$ cat src/rtl/rc_pkg.sv
// Package rc_pkg
// Shared sizes and the physical address layout for the read cache.
// Assumes power-of-two word, line and set counts and exactly two ways.
package rc_pkg;
    localparam int ADDR_W     = 16;
    localparam int PADDR_W    = 14;
    localparam int BYTE_W     = 8;
    localparam int WORD_BYTES = 2;
    localparam int LINE_BYTES = 8;
    localparam int SETS       = 4;
    localparam int WAYS       = 2;

    localparam int WORD_W = WORD_BYTES * BYTE_W;
    localparam int LINE_W = LINE_BYTES * BYTE_W;
    localparam int WORDS  = LINE_BYTES / WORD_BYTES;
    localparam int BSEL_W = $clog2(WORD_BYTES);
    localparam int WSEL_W = $clog2(WORDS);
    localparam int IDX_W  = $clog2(SETS);
    localparam int TAG_W  = PADDR_W - IDX_W - WSEL_W - BSEL_W;

    typedef struct packed {
        logic [TAG_W-1:0]  tag;
        logic [IDX_W-1:0]  idx;
        logic [WSEL_W-1:0] wsel;
        logic [BSEL_W-1:0] bsel;
    } paddr_t;

    // Drop the always-zero upper bits and view the rest as fields.
    function automatic paddr_t split_addr(input logic [ADDR_W-1:0] a);
        return paddr_t'(a[PADDR_W-1:0]);
    endfunction
endpackage

$ cat src/rtl/rc_way.sv
// Module rc_way
// One direct-mapped way: a valid bit, a tag and a line per set.
// It has two combinational lookup ports, one for reads and one for the refill side,
// and one synchronous write port. Only the valid bits are reset.
module rc_way
    import rc_pkg::*;
(
    input  logic              clk,
    input  logic              rst_n,
    input  logic [IDX_W-1:0]  lk_idx,
    input  logic [TAG_W-1:0]  lk_tag,
    output logic              lk_hit,
    output logic [LINE_W-1:0] lk_line,
    input  logic [IDX_W-1:0]  fl_idx,
    input  logic [TAG_W-1:0]  fl_tag,
    output logic              fl_match,
    output logic              fl_vld,
    input  logic              wr_en,
    input  logic [LINE_W-1:0] wr_line
);
    logic [SETS-1:0]   vld_q;
    logic [TAG_W-1:0]  tag_q  [SETS];
    logic [LINE_W-1:0] line_q [SETS];

    // Valid bits: cleared at reset, set by a write.
    always_ff @(posedge clk) begin
        if (!rst_n) begin
            vld_q <= '0;
        end else if (wr_en) begin
            vld_q[fl_idx] <= 1'b1;
        end
    end

    // Tag and data storage: written on refill, never reset.
    always_ff @(posedge clk) begin
        if (wr_en) begin
            tag_q[fl_idx]  <= fl_tag;
            line_q[fl_idx] <= wr_line;
        end
    end

    // Read-side compare and line output.
    always_comb begin
        lk_hit  = vld_q[lk_idx] && (tag_q[lk_idx] == lk_tag);
        lk_line = line_q[lk_idx];
    end

    // Refill-side status: presence of the tag and occupancy of the set.
    always_comb begin
        fl_vld   = vld_q[fl_idx];
        fl_match = vld_q[fl_idx] && (tag_q[fl_idx] == fl_tag);
    end
endmodule

$ cat src/rtl/rc_lru.sv
// Module rc_lru
// One LRU bit per set naming the least recently used way. It picks the
// refill victim in this order: a way already holding the tag, then the first empty way, then LRU.
// A refill update is written after a read update, so it wins on a shared set.
module rc_lru
    import rc_pkg::*;
(
    input  logic             clk,
    input  logic             rst_n,
    input  logic             rd_upd,
    input  logic [IDX_W-1:0] rd_idx,
    input  logic             rd_way,
    input  logic             fl_upd,
    input  logic [IDX_W-1:0] fl_idx,
    input  logic [WAYS-1:0]  fl_vld,
    input  logic [WAYS-1:0]  fl_match,
    output logic             fl_way,
    output logic [SETS-1:0]  lru_o
);
    logic [SETS-1:0] lru_q;

    // Victim choice for the refill address.
    always_comb begin
        if (|fl_match)      fl_way = fl_match[1];
        else if (!fl_vld[0]) fl_way = 1'b0;
        else if (!fl_vld[1]) fl_way = 1'b1;
        else                 fl_way = lru_q[fl_idx];
    end

    // LRU state: point at the way not just touched; the refill is written last.
    always_ff @(posedge clk) begin
        if (!rst_n) begin
            lru_q <= '0;
        end else begin
            if (rd_upd) lru_q[rd_idx] <= ~rd_way;
            if (fl_upd) lru_q[fl_idx] <= ~fl_way;
        end
    end

    assign lru_o = lru_q;
endmodule

$ cat src/rtl/rc_select.sv
// Module rc_select
// Combines the per-way compare results into one hit, encodes the hitting way,
// and muxes one little-endian word out of that way's line. It outputs zero when no way hits.
// Assumes at most one way hits.
module rc_select
    import rc_pkg::*;
(
    input  logic [WAYS-1:0]   way_hit,
    input  logic [LINE_W-1:0] way_line [WAYS],
    input  logic [WSEL_W-1:0] wsel,
    output logic              hit,
    output logic              hit_way,
    output logic [WORD_W-1:0] word
);
    logic [LINE_W-1:0] line_sel;

    // Hit reduction and way encoding.
    always_comb begin
        hit     = |way_hit;
        hit_way = way_hit[1];
    end

    // Way mux, then word mux; gated to zero on a miss.
    always_comb begin
        line_sel = way_line[hit_way];
        word     = hit ? line_sel[wsel*WORD_W +: WORD_W] : '0;
    end
endmodule

$ cat src/rtl/rc_read_cache.sv
// Module rc_read_cache
// Top of the two-way, physically indexed and tagged read cache. It decodes
// both addresses, instantiates the ways, the LRU and the output selection, and registers the read result.
// The read result appears one cycle after the request. The refill writes on the clock edge it is sampled.
module rc_read_cache
    import rc_pkg::*;
(
    input  logic              clk,
    input  logic              rst_n,
    input  logic              rd_en,
    input  logic [ADDR_W-1:0] rd_addr,
    output logic              rd_valid,
    output logic              rd_hit,
    output logic [WORD_W-1:0] rd_data,
    input  logic              fill_en,
    input  logic [ADDR_W-1:0] fill_addr,
    input  logic [LINE_W-1:0] fill_line
);
    paddr_t            rd_pa;
    paddr_t            fl_pa;
    logic [WAYS-1:0]   way_hit;
    logic [LINE_W-1:0] way_line [WAYS];
    logic [WAYS-1:0]   fl_match;
    logic [WAYS-1:0]   fl_vld;
    logic              fill_way;
    logic [SETS-1:0]   lru_q;
    logic              hit;
    logic              hit_way;
    logic [WORD_W-1:0] word;
    logic              rd_valid_q;
    logic              rd_hit_q;
    logic [WORD_W-1:0] rd_data_q;

    // Field decode of both addresses.
    always_comb begin
        rd_pa = split_addr(rd_addr);
        fl_pa = split_addr(fill_addr);
    end

    for (genvar g = 0; g < WAYS; g++) begin : g_way
        rc_way u_way (
            .clk      (clk),
            .rst_n    (rst_n),
            .lk_idx   (rd_pa.idx),
            .lk_tag   (rd_pa.tag),
            .lk_hit   (way_hit[g]),
            .lk_line  (way_line[g]),
            .fl_idx   (fl_pa.idx),
            .fl_tag   (fl_pa.tag),
            .fl_match (fl_match[g]),
            .fl_vld   (fl_vld[g]),
            .wr_en    (fill_en && (fill_way == 1'(g))),
            .wr_line  (fill_line)
        );
    end

    rc_lru u_lru (
        .clk      (clk),
        .rst_n    (rst_n),
        .rd_upd   (rd_en && hit),
        .rd_idx   (rd_pa.idx),
        .rd_way   (hit_way),
        .fl_upd   (fill_en),
        .fl_idx   (fl_pa.idx),
        .fl_vld   (fl_vld),
        .fl_match (fl_match),
        .fl_way   (fill_way),
        .lru_o    (lru_q)
    );

    rc_select u_sel (
        .way_hit  (way_hit),
        .way_line (way_line),
        .wsel     (rd_pa.wsel),
        .hit      (hit),
        .hit_way  (hit_way),
        .word     (word)
    );

    // Result register: one cycle after the request, zero data on a miss.
    always_ff @(posedge clk) begin
        if (!rst_n) begin
            rd_valid_q <= 1'b0;
            rd_hit_q   <= 1'b0;
            rd_data_q  <= '0;
        end else begin
            rd_valid_q <= rd_en;
            rd_hit_q   <= rd_en && hit;
            rd_data_q  <= (rd_en && hit) ? word : '0;
        end
    end

    assign rd_valid = rd_valid_q;
    assign rd_hit   = rd_hit_q;
    assign rd_data  = rd_data_q;
endmodule

$ cat config.mk
export PLATFORM = sky130hd
export DESIGN_NAME = rc_read_cache
export DESIGN_NICKNAME = d
export VERILOG_FILES = /design/src/rtl/rc_pkg.sv /design/src/rtl/rc_way.sv /design/src/rtl/rc_lru.sv /design/src/rtl/rc_select.sv /design/src/rtl/rc_read_cache.sv
export SDC_FILE = /design/constraint.sdc
export NUM_CORES = 1
export LEC_CHECK = 0
export BUFFER_PORTS_ARGS = -buffer_cell sky130_fd_sc_hd__buf_2
export CAP_MARGIN = 20
export CORE_MARGIN = 1.5
export CORE_UTILIZATION = 40
export DETAILED_ROUTE_END_ITERATION = 12
export PLACE_DENSITY = 0.67
export SYNTH_ARGS = -nofsm -noshare
export SYNTH_HDL_FRONTEND = slang
export SYNTH_SLANG_ARGS = --single-unit
$ cat constraint.sdc
create_clock -name clk -period 12 [get_ports clk]
set_input_delay 2.4 -clock clk [delete_from_list [all_inputs] [get_ports clk]]
set_output_delay 2.4 -clock clk [all_outputs]
set_load 0.005 [all_outputs]
==> run summary, run 1 <==
=================================================================================
Average size of a mapped cell                                          21.02 um^2
Total chip power                                                          4576 uW
Remaining routing DRC violations                                                0
Met2 Routed Length                                                       26.22 mm
Max-slew violation count                                                        0
Arrival time worst endpoint                                               7.11 ns
Reg2Reg Launch Point                                                 g_way[1].u_way.tag_q[2][4]$_DFFE_PP_
DP Wirelength                                                            28.76 mm
Number of buffers added by the clock tree synthesis step                       60
ANT nets after route                                                            0
Seq cells post-synth                                                          614
WL/cell                                                                  24.66 um
Register cell area after layout                                        18140 um^2
Number of setup violations in the final report                                  0
Number of gates given a new drive strength after cts                            0
Number of cell rows                                                            89
Syn_nets                                                                     1248
H-tree Lvls                                                                     2
Post-synth design cell area                                            24130 um^2
Power per Cell Area                                                  166.0 nW/um^2
Crit path to                                                         rd_data[13]$_SDFF_PN0_
Sum of buffers and inverters on the critical path                               3
Drt pass-1 iters                                                                7
Relative slew slack                                                        0.2822
Yosys cell types                                                               45
Remaining global-route overflow                                                 0
Via count of the first global-routing pass                                  12281
Sort of element at the end of the critical path                          register
Routability congestion estimate from global placement                      0.7210
Maximum buffer depth of the clock tree                                          3
Most used DFF post-synth                                             sky130_fd_sc_hd__edfxtp_1
Number of primary I/O pins                                                    118
Delay-heaviest family, CP                                            buffers and inverters
Worst path required time                                                 12.50 ns
Total die area                                                         61810 um^2
Horiz. Die Dim                                                           248.6 um
EDFF count, synth                                                             584
Number of stages on the worst setup path                                       10
R2r worst-path depth                                                            7
Master cell of the clock root buffer                                 sky130_fd_sc_hd__clkbuf_16
Count of endpoints failing hold in the final timing report                      0
Most common cell after layout, fill and taps aside                   sky130_fd_sc_hd__edfxtp_1
Worst hold path startpoint                                           g_way[1].u_way.vld_q[3]$_SDFFE_PN0N_
Die Ht                                                                   248.6 um
Pin slew with the least headroom to its limit                            1.077 ns
Register-to-register setup slack                                          7.64 ns
Total routed wire length on the met1 layer                               20.37 mm
Max-Cap Viols                                                                   0
Detailed-route vias per instance                                            5.580
Buffers on Ports                                                              109
Critical path startpoint category                                      input port
Vias post-DR                                                                11729
Maximum number of pins on one net before global-route repair                   92
Post-CTS setup buffers                                                          0
Clock latency at the later pin of the worst-skew pair                     0.62 ns
Ordered list of cells on the worst path                              buf_8 > buf_4 > mux4_2 > xnor2_2 > nand2_1 > nor3_4 > buf_4 > mux2i_1 > mux2i_1 > o211a_1
Ratio of final minimum period to clock period                              0.5515
Max Clk Rate                                                            151.1 MHz
Layout Skew                                                            0.02588 ns
Final net count                                                              1374
Static power due to leakage                                           0.008990 uW
DR WL met3                                                               3.937 mm
Antenna violations before repair                                               18
Class of the worst hold path                                         register to register
Initial Utilization                                                        0.4066
Total track usage                                                          0.1694
Layout fillers                                                               4908
First-pass GRT wire length                                               78.16 mm
Setup repair after global routing missed its margin                         false
Count of warnings emitted by yosys                                              0
Area occupied by multi-input gates                                      5705 um^2
Post-Route WL                                                            51.83 mm
Seq/Total Area, Yosys                                                      0.7516
Biggest fanout along the worst timing path                                     68
Maximum VDD drop                                                        0.1210 mV
CTS tree                                                                    built
Most frequent cells in the layout                                    sky130_fd_sc_hd__edfxtp_1, sky130_fd_sc_hd__mux4_2, sky130_fd_sc_hd__buf_2
Highest layer used for signal routing                                        met5
Sink count of the clock tree                                                  614
Number of standard cells after synthesis                                     1148
Hold path depth                                                                 1
Reg-to-Reg End                                                       g_way[1].u_way.line_q[0][42]$_DFFE_PP_
Cell with the largest stage delay on the worst path                  sky130_fd_sc_hd__buf_4
Core box area                                                          59350 um^2
Share of post-route cells with drive strength above 1                      0.2974
Time the worst path needs with I/O delays and setup                      6.618 ns
Area growth, synth to finish                                               14.25%
Total negative setup slack                                                   0 ns
CP startpoint                                                          rd_addr[3]
Fraction of synthesis flops using an asynchronous set or reset pin              0
Type of the setup path with the least slack                          input port to register
Initial DRC Count                                                            1189
Result of the run                                                    finished clean
Reg clk slew, reported paths                                              0.06 ns
Hold-fix buffer count after cts                                                 0
Delay of the slowest cell on the worst path                               0.82 ns
=================================================================================
==> power by group <==
| part | switching, uW | internal (uW) |
|---|---|---|
| Combinational | 142 | 99.2 |
| Clock | 781 | 1150 |
| Sequential | 10.4 | 2390 |
| Total | 933 | 3640 |
==> routing by layer <==
metal  vias up  track usage
li1       5033            -
met1      6165       0.2155
met2       408       0.2873
met3       103      0.04376
met4        20      0.04873
met5         -            0
==> cell families after synthesis <==
| logic type | Yosys count | share of synthesized area |
|---|---|---|
| xor gates and xnor gates | 35 | 0.01301 |
| buffers and inverters | 67 | 0.01426 |
| AOI/OAI and AO/OA | 99 | 0.02769 |
| DFF | 614 | 0.7516 |
| muxes | 196 | 0.1679 |
| and+or+nand+nor | 137 | 0.02546 |
==> final cells by class <==
class / instances / area share
Clock buffer: 83 / 0.05945
Timing Repair Buffer: 127 / 0.02528
Inverter: 4 / 0.0005446
Sequential cell: 614 / 0.6579
Antenna cell: 4 / 0.0003631
Clock inverter: 30 / 0.01448
Tap cell: 773 / 0.03508
Multi-Input combinational cell: 467 / 0.2069
==> synth_stat cells (6+ instances only) <==
cell type	number	share of area
sky130_fd_sc_hd__buf_2	23	0.0048
sky130_fd_sc_hd__nand4_1	7	0.0018
sky130_fd_sc_hd__o211a_1	13	0.0054
sky130_fd_sc_hd__edfxtp_1	584	0.73
sky130_fd_sc_hd__dfxtp_1	30	0.025
sky130_fd_sc_hd__or3_1	13	0.0034
sky130_fd_sc_hd__clkbuf_1	28	0.0044
sky130_fd_sc_hd__nand2_1	88	0.014
sky130_fd_sc_hd__nor2_1	11	0.0017
sky130_fd_sc_hd__xnor2_1	23	0.0083
sky130_fd_sc_hd__buf_4	6	0.0019
sky130_fd_sc_hd__xor2_1	11	0.0040
sky130_fd_sc_hd__mux2i_1	28	0.012
sky130_fd_sc_hd__o21ai_0	7	0.0015
sky130_fd_sc_hd__o21a_1	9	0.0028
sky130_fd_sc_hd__a21oi_1	45	0.0093
sky130_fd_sc_hd__mux4_2	167	0.16
==> state kept, by name, summed over array words and instances, names as in the netlist <==
register            cells
rd_hit                  1
g_way.u_way.tag_q      72
g_way.u_way.line_q    512
rd_data                16
u_lru.lru_o             4
rd_valid                1
g_way.u_way.vld_q       8
==> through the flow <==
step	area, um^2	util	worst slack [ns]	hold WS (ns)	std cells
after floorplan	24130	-	2.196	0.4519	1148
after global placement	25520	0.4300	4.659	0.4635	1985
after detailed placement	25520	0.4300	4.654	0.4786	1985
after CTS	27560	0.4643	5.315	0.4917	2098
after global routing	27570	0.4645	5.088	0.5125	2101
final	27570	0.4645	5.382	0.4911	2102
==> worst min path at each step <==
stage                                                       to  slack, ns
after floorplan           g_way[0].u_way.vld_q[3]$_SDFFE_PN0N_       0.45
final                     g_way[1].u_way.vld_q[3]$_SDFFE_PN0N_       0.49
after detailed placement  g_way[1].u_way.vld_q[3]$_SDFFE_PN0N_       0.48
after global routing      g_way[1].u_way.vld_q[3]$_SDFFE_PN0N_       0.51
after CTS                 g_way[1].u_way.vld_q[3]$_SDFFE_PN0N_       0.49
after global placement    g_way[1].u_way.vld_q[2]$_SDFFE_PN0N_       0.46
No activity file was read; power rests on OpenSTA's default activity.
==> inputs of run 2 (changes only) <==
- clock period: 12 -> 6.6 ns (I/O delays scaled with it)
==> run 2 against run 1 <==
Compared with the run above:
- sequential power grew 82%
- clock skew grew 0.0033 ns
- clock power grew 74%
- final cell count grew 0.38%
- combinational power grew 85%
- power grew 79%
==> run summary, run 2 (synthesized netlist as in run 1, its figures left out) <==
===========================================================================
Result of the run                                              finished clean   unchanged
Arrival time worst endpoint                                         5.14 ns   was 7.11 ns
Horiz. Die Dim                                                     248.6 um   unchanged
Setup repair after global routing missed its margin                   false   unchanged
Register-to-register setup slack                                    2.87 ns   was 7.64 ns
Number of cell rows                                                      89   unchanged
Worst path required time                                            6.90 ns   was 12.50 ns
Net Switching                                                       1689 uW   was 933.0 uW
Most frequent cells in the layout                              sky130_fd_sc_hd__edfxtp_1, sky130_fd_sc_hd__mux4_2, sky130_fd_sc_hd__buf_2   unchanged
ANT nets after route                                                      0   unchanged
Antenna violations before repair                                         15   was 18
Static power due to leakage                                     0.009025 uW   was 0.008990 uW
Pint                                                                6484 uW   was 3643 uW
Relative slew slack                                                  0.3100   was 0.2822
Master cell of the clock root buffer                           sky130_fd_sc_hd__clkbuf_16   unchanged
Number of primary I/O pins                                              118   unchanged
Ratio of final minimum period to clock period                        0.7327
Detailed-route vias per instance                                      5.493   was 5.580
Most common cell after layout, fill and taps aside             sky130_fd_sc_hd__edfxtp_1   unchanged
DP Wirelength                                                      28.74 mm   was 28.76 mm
Worst hold path startpoint                                     g_way[1].u_way.vld_q[2]$_SDFFE_PN0N_   was g_way[1].u_way.vld_q[3]$_SDFFE_PN0N_
Max FFs per register                                                    512   unchanged
Critical path startpoint category                                input port   unchanged
Post-route worst hold slack                                       0.4798 ns   was 0.4911 ns
Number of buffers added by the clock tree synthesis step                 60   unchanged
Reg-to-Reg End                                                 g_way[1].u_way.tag_q[3][3]$_DFFE_PP_   was g_way[1].u_way.line_q[0][42]$_DFFE_PP_
Pin slew with the least headroom to its limit                      1.029 ns   was 1.077 ns
Total negative setup slack                                             0 ns   unchanged
Initial Utilization                                                  0.4066   unchanged
Maximum buffer depth of the clock tree                                    3   unchanged
Max Clk Rate                                                      206.8 MHz
Post-Route WL                                                      51.39 mm   was 51.83 mm
Sink count of the clock tree                                            614   unchanged
Maximum number of pins on one net before global-route repair             95   was 92
Maximum VDD drop                                                  0.2196 mV   was 0.1210 mV
Endpoint, Worst Hold                                           g_way[1].u_way.vld_q[2]$_SDFFE_PN0N_   was g_way[1].u_way.vld_q[3]$_SDFFE_PN0N_
Sort of element at the end of the critical path                    register   unchanged
Post-CTS setup buffers                                                    0   unchanged
Core box area                                                    59350 um^2   unchanged
H-tree Lvls                                                               2   unchanged
Remaining routing DRC violations                                          0   unchanged
Buffers on Ports                                                        109   unchanged
Fraction of power spent switching nets                               0.2066   was 0.2039
Time the worst path needs with I/O delays and setup                4.836 ns
Total die area                                                   61810 um^2   unchanged
Via count of the first global-routing pass                            12221   was 12281
Vias post-DR                                                          11591   was 11729
Reg2Reg Launch Point                                           g_way[1].u_way.tag_q[3][4]$_DFFE_PP_   was g_way[1].u_way.tag_q[2][4]$_DFFE_PP_
Area growth, synth to finish                                         14.79%   was 14.25%
R2r worst-path depth                                                      7   unchanged
Share of post-route cells with drive strength above 1                0.3018   was 0.2974
Count of endpoints failing hold in the final timing report                0   unchanged
Remaining global-route overflow                                           0   unchanged
Type of the setup path with the least slack                    input port to register   unchanged
Number of gates given a new drive strength after cts                      0   unchanged
Drt pass-1 iters                                                          7   unchanged
Clk pwr share                                                         0.410   was 0.422
Layout Skew                                                      0.02918 ns   was 0.02588 ns
Hold-fix buffer count after cts                                           0   unchanged
Class of the worst hold path                                   register to register   unchanged
Routability congestion estimate from global placement                0.7627   was 0.7210
Part of the total power dissipated in sequential elements             0.535   was 0.525
Max-slew violation count                                                  0   unchanged
CTS tree                                                              built   unchanged
Initial DRC Count                                                       920   was 1189
First-pass GRT wire length                                         78.04 mm   was 78.16 mm
Power share of the combinational group                                0.055   was 0.053
Biggest fanout along the worst timing path                               30   was 68
Total track usage                                                    0.1682   was 0.1694
Max-Cap Viols                                                             0   unchanged
Number of setup violations in the final report                            0   unchanged
WL/cell                                                            24.36 um   was 24.66 um
Die Ht                                                             248.6 um   unchanged
Power per Cell Area                                            295.0 nW/um^2   was 166.0 nW/um^2
Hold path depth                                                           1   unchanged
Reg clk slew, reported paths                                        0.06 ns   about the same
Clock latency at the later pin of the worst-skew pair               0.63 ns   was 0.62 ns
Register containing the most flip-flops in the final layout    g_way.u_way.line_q   unchanged
Utilization of the core after routing                                0.4667   was 0.4645
Final net count                                                        1381   was 1374
===========================================================================
-- run 2: changes by cell type in the layout (fill, tap and decap cells not counted), moves of 3 or more --
cell,change
sky130_fd_sc_hd__bufinv_16,-3
sky130_fd_sc_hd__clkbuf_1,-3
sky130_fd_sc_hd__buf_4,-5
sky130_fd_sc_hd__clkinv_2,+6
sky130_fd_sc_hd__buf_12,+12
-- run 2: worst max path at each step --
stage,from,slack [ns],endpoint
global placement,fill_addr[3],1.02,g_way[1].u_way.tag_q[3][5]$_DFFE_PP_
detailed placement,fill_addr[3],1.02,g_way[1].u_way.tag_q[3][5]$_DFFE_PP_
global route,fill_addr[3],1.50,g_way[1].u_way.tag_q[3][3]$_DFFE_PP_
CTS,fill_addr[3],1.68,g_way[1].u_way.tag_q[3][2]$_DFFE_PP_
floorplan,fill_addr[3],-2.05,g_way[0].u_way.line_q[0][0]$_DFFE_PP_
finish,fill_addr[3],1.76,g_way[1].u_way.tag_q[3][3]$_DFFE_PP_
-- run 2: cell type report --
| type | instances | area (um^2) |
|---|---|---|
| repair buffers | 134 | 899.6 |
| well taps | 773 | 967.2 |
| flip-flops and latches | 614 | 18140 |
| clock buffers | 78 | 1600 |
| multi-input cells | 467 | 5712 |
| clock inverters | 35 | 356.6 |
| fillers | 4869 | 31650 |
| diodes | 5 | 12.51 |
| inverters | 4 | 15.01 |
-- run 2: through the flow --
step | std cells | total power [uW] | setup WS (ns) | instance area (um^2)
6_report | 2110 | 8173 | 1.764 | 27700
2_1_floorplan | 1148 | 4736 | -2.053 | 24150
3_5_place_dp | 1992 | 4909 | 1.020 | 25730
5_1_grt | 2109 | 8435 | 1.500 | 27700
3_3_place_gp | 1992 | 4895 | 1.023 | 25730
4_1_cts | 2105 | 8259 | 1.676 | 27690
-- run 2: power groups by stage --
| stage | clock network [uW] | registers [uW] | logic (uW) |
|---|---|---|---|
| finish | 3350 | 4370 | 447 |
| global route | 3570 | 4380 | 486 |
| CTS | 3430 | 4370 | 457 |
| detailed placement | 0 | 4450 | 455 |
| global placement | 0 | 4450 | 447 |
| floorplan | 0 | 4460 | 278 |
-- run 2: worst max-delay path: stages --
cell and delay [ns]:
sky130_fd_sc_hd__buf_2 0.64, sky130_fd_sc_hd__mux4_2 0.60, sky130_fd_sc_hd__xnor2_1 0.20, sky130_fd_sc_hd__nand4_1 0.20
sky130_fd_sc_hd__nor4_2 0.64, sky130_fd_sc_hd__nor2_1 0.35, sky130_fd_sc_hd__nor2_4 0.79, sky130_fd_sc_hd__buf_12 0.31
-- run 2: per-layer routing --
metal,track usage,vias up,part of all wire,wire length (um)
met5,0,-,0.0017,87
met4,0.05241,16,0.020,1023
met3,0.02805,78,0.051,2601
met2,0.2831,320,0.51,26100
met1,0.2246,6126,0.42,21580
li1,-,5051,-,-
==> inputs of run 3 (changes only) <==
- PLACE_DENSITY: 0.67 -> 0.69
- clock period: 6.6 -> 4.07 ns (I/O delays scaled with it)
==> run 3 against run 2 <==
Compared with the run above:
- cell area is 2.4% higher
- largest power group unchanged
- register-to-register slack got worse by 1.7 ns
- sequential power increased by 62%
==> run summary, run 3 (synthesized netlist as in run 1, its figures left out) <==
===========================================================================
Result of the run                                              finished clean   unchanged
Max-slew violation count                                                  0   unchanged
Max FFs per register                                                    512   unchanged
Minimum setup slack in the final design                           0.8954 ns   was 1.764 ns
Most common cell after layout, fill and taps aside             sky130_fd_sc_hd__edfxtp_1   unchanged
Maximum buffer depth of the clock tree                                    3   unchanged
Worst hold path startpoint                                     fill_line[34]   was g_way[1].u_way.vld_q[2]$_SDFFE_PN0N_
Biggest fanout along the worst timing path                               28   was 30
Buffers on Ports                                                        109   unchanged
Endpoint, Worst Hold                                           g_way[1].u_way.line_q[1][34]$_DFFE_PP_   was g_way[1].u_way.vld_q[2]$_SDFFE_PN0N_
Post-Route WL                                                      51.95 mm   was 51.39 mm
Met2 Routed Length                                                 25.29 mm   was 26.10 mm
Reg clk slew, reported paths                                        0.07 ns   was 0.06 ns
Antenna violations before repair                                         13   was 15
Most frequent cells in the layout                              sky130_fd_sc_hd__edfxtp_1, sky130_fd_sc_hd__mux4_2, sky130_fd_sc_hd__buf_2   unchanged
Arrival time worst endpoint                                         3.48 ns   was 5.14 ns
Number of gates given a new drive strength after cts                      0   unchanged
Post-Place Cell Area                                             26330 um^2   was 25730 um^2
Number of setup violations in the final report                            0   unchanged
Layout Skew                                                      0.01480 ns   was 0.02918 ns
Via count of the first global-routing pass                            12298   was 12221
Dpl ws                                                            0.2251 ns   was 1.020 ns
Highest layer used for signal routing                                  met5   unchanged
Total negative setup slack                                             0 ns   unchanged
Reg-to-Reg End                                                 g_way[0].u_way.tag_q[2][3]$_DFFE_PP_   was g_way[1].u_way.tag_q[3][3]$_DFFE_PP_
Area growth, synth to finish                                         17.52%   was 14.79%
Ratio of final minimum period to clock period                        0.7800
Critical path startpoint category                                input port   unchanged
Layout fillers                                                         4786   was 4869
Post-route worst hold slack                                       0.4536 ns   was 0.4798 ns
DR WL met3                                                         3.301 mm   was 2.601 mm
Initial Utilization                                                  0.4066   unchanged
Drt pass-1 iters                                                          5   was 7
Number of cell rows                                                      89   unchanged
DP Wirelength                                                      31.62 mm   was 28.74 mm
Maximum VDD drop                                                  0.3294 mV   was 0.2196 mV
Area occupied by multi-input gates                                5746 um^2   was 5712 um^2
Maximum number of pins on one net before global-route repair             92   was 95
Core box area                                                    59350 um^2   unchanged
Register-to-register setup slack                                    1.15 ns   was 2.87 ns
Total routed wire length on the met1 layer                         21.92 mm   was 21.58 mm
Register containing the most flip-flops in the final layout    g_way.u_way.line_q   unchanged
WL/cell                                                            24.20 um   was 24.36 um
Final net count                                                        1419   was 1381
Horiz. Die Dim                                                     248.6 um   unchanged
ANT nets after route                                                      0   unchanged
Die Ht                                                             248.6 um   unchanged
First-pass GRT wire length                                         79.19 mm   was 78.04 mm
Sort of element at the end of the critical path                    register   unchanged
Total track usage                                                    0.1700   was 0.1682
Hold-fix buffer count after cts                                           0   unchanged
Post-CTS setup buffers                                                    0   unchanged
Register cell area after layout                                  18140 um^2   unchanged
Max Clk Rate                                                      315.0 MHz
Max-Cap Viols                                                             0   unchanged
Power per Cell Area                                            475.0 nW/um^2   was 295.0 nW/um^2
Total die area                                                   61810 um^2   unchanged
Detailed-route vias per instance                                      5.518   was 5.493
Number of primary I/O pins                                              118   unchanged
Remaining routing DRC violations                                          0   unchanged
Worst path required time                                            4.37 ns   was 6.90 ns
Sink count of the clock tree                                            614   unchanged
Routability congestion estimate from global placement                0.7465   was 0.7627
Vias post-DR                                                          11848   was 11591
H-tree Lvls                                                               2   unchanged
Clock latency at the later pin of the worst-skew pair               0.62 ns   was 0.63 ns
CTS tree                                                              built   unchanged
Initial DRC Count                                                      1026   was 920
Remaining global-route overflow                                           0   unchanged
Static power due to leakage                                     0.009331 uW   was 0.009025 uW
Master cell of the clock root buffer                           sky130_fd_sc_hd__clkbuf_16   unchanged
Time the worst path needs with I/O delays and setup                3.175 ns
Setup repair after global routing missed its margin                   false   unchanged
Pin slew with the least headroom to its limit                     0.8542 ns   was 1.029 ns
R2r worst-path depth                                                      8   was 7
Share of post-route cells with drive strength above 1                0.3280   was 0.3018
Class of the worst hold path                                   input port to register   was register to register
Post-Layout Inst Area                                            28360 um^2   was 27700 um^2
Number of buffers added by the clock tree synthesis step                 60   unchanged
Count of endpoints failing hold in the final timing report                0   unchanged
Hold path depth                                                           1   unchanged
Type of the setup path with the least slack                    input port to register   unchanged
Reg2Reg Launch Point                                           g_way[0].u_way.tag_q[0][7]$_DFFE_PP_   was g_way[1].u_way.tag_q[3][4]$_DFFE_PP_
Relative slew slack                                                  0.4305   was 0.3100
===========================================================================
run 3: cell count changes in the layout (fill, tap and decap cells not counted), sizes merged:
cell / change
buf: +38
clkinv: -8
clkbuf: +4
inv: +4
bufinv: -1
run 3: worst max path at each step:
stage                     slack [ns]    startpoint  cells past startpoint                                      to
final                           0.90  fill_addr[3]                     10  g_way[1].u_way.line_q[3][63]$_DFFE_PP_
after global routing            0.72  fill_addr[3]                     10  g_way[1].u_way.line_q[3][53]$_DFFE_PP_
after CTS                       0.85  fill_addr[3]                      9  g_way[0].u_way.line_q[2][36]$_DFFE_PP_
after detailed placement        0.23  fill_addr[3]                      9  g_way[0].u_way.line_q[2][61]$_DFFE_PP_
after global placement          0.20  fill_addr[3]                      9  g_way[0].u_way.line_q[2][61]$_DFFE_PP_
after floorplan                -0.50  fill_addr[3]                      7   g_way[0].u_way.line_q[3][0]$_DFFE_PP_
run 3: per-stage QoR:
step	total power, uW	instances	utilization
floorplan	7681	1148	-
global placement	7981	2030	0.4435
detailed placement	8003	2030	0.4435
CTS	13590	2142	0.4776
global route	13890	2145	0.4777
finish	13470	2147	0.4778
run 3: area by class of cell:
| type | instances | area share |
|---|---|---|
| Inverter | 4 | 0.0005295 |
| Antenna cell | 5 | 0.0004412 |
| Timing Repair Buffer | 172 | 0.05149 |
| Tap cell | 773 | 0.03411 |
| Sequential cell | 614 | 0.6396 |
| Multi-Input combinational cell | 467 | 0.2026 |
| Clock inverter | 30 | 0.01103 |
| Clock buffer | 82 | 0.06023 |
run 3: critical path, cell delays in order:
cell	delay (ns)
sky130_fd_sc_hd__buf_2	0.31
sky130_fd_sc_hd__buf_4	0.33
sky130_fd_sc_hd__mux4_2	0.55
sky130_fd_sc_hd__xnor2_1	0.17
sky130_fd_sc_hd__nand4_1	0.17
sky130_fd_sc_hd__nor4_4	0.32
sky130_fd_sc_hd__nor2_1	0.08
sky130_fd_sc_hd__buf_4	0.18
sky130_fd_sc_hd__nor2_4	0.24
sky130_fd_sc_hd__buf_12	0.26
run 3: metal layers:
layer | up-vias | track usage
met5 | - | 0
met4 | 10 | 0.05995
met3 | 104 | 0.03444
met2 | 362 | 0.2739
met1 | 6257 | 0.2311
li1 | 5115 | -
run 3: power breakdown:
| group | total, uW | internal (uW) | leakage (uW) | switching [uW] |
|---|---|---|---|---|
| combinational | 770 | 338 | 0.00279 | 432 |
| clock | 5620 | 3260 | 0.000995 | 2350 |
| sequential | 7090 | 7060 | 0.00555 | 30.3 |
| total | 13500 | 10700 | 0.00933 | 2810 |
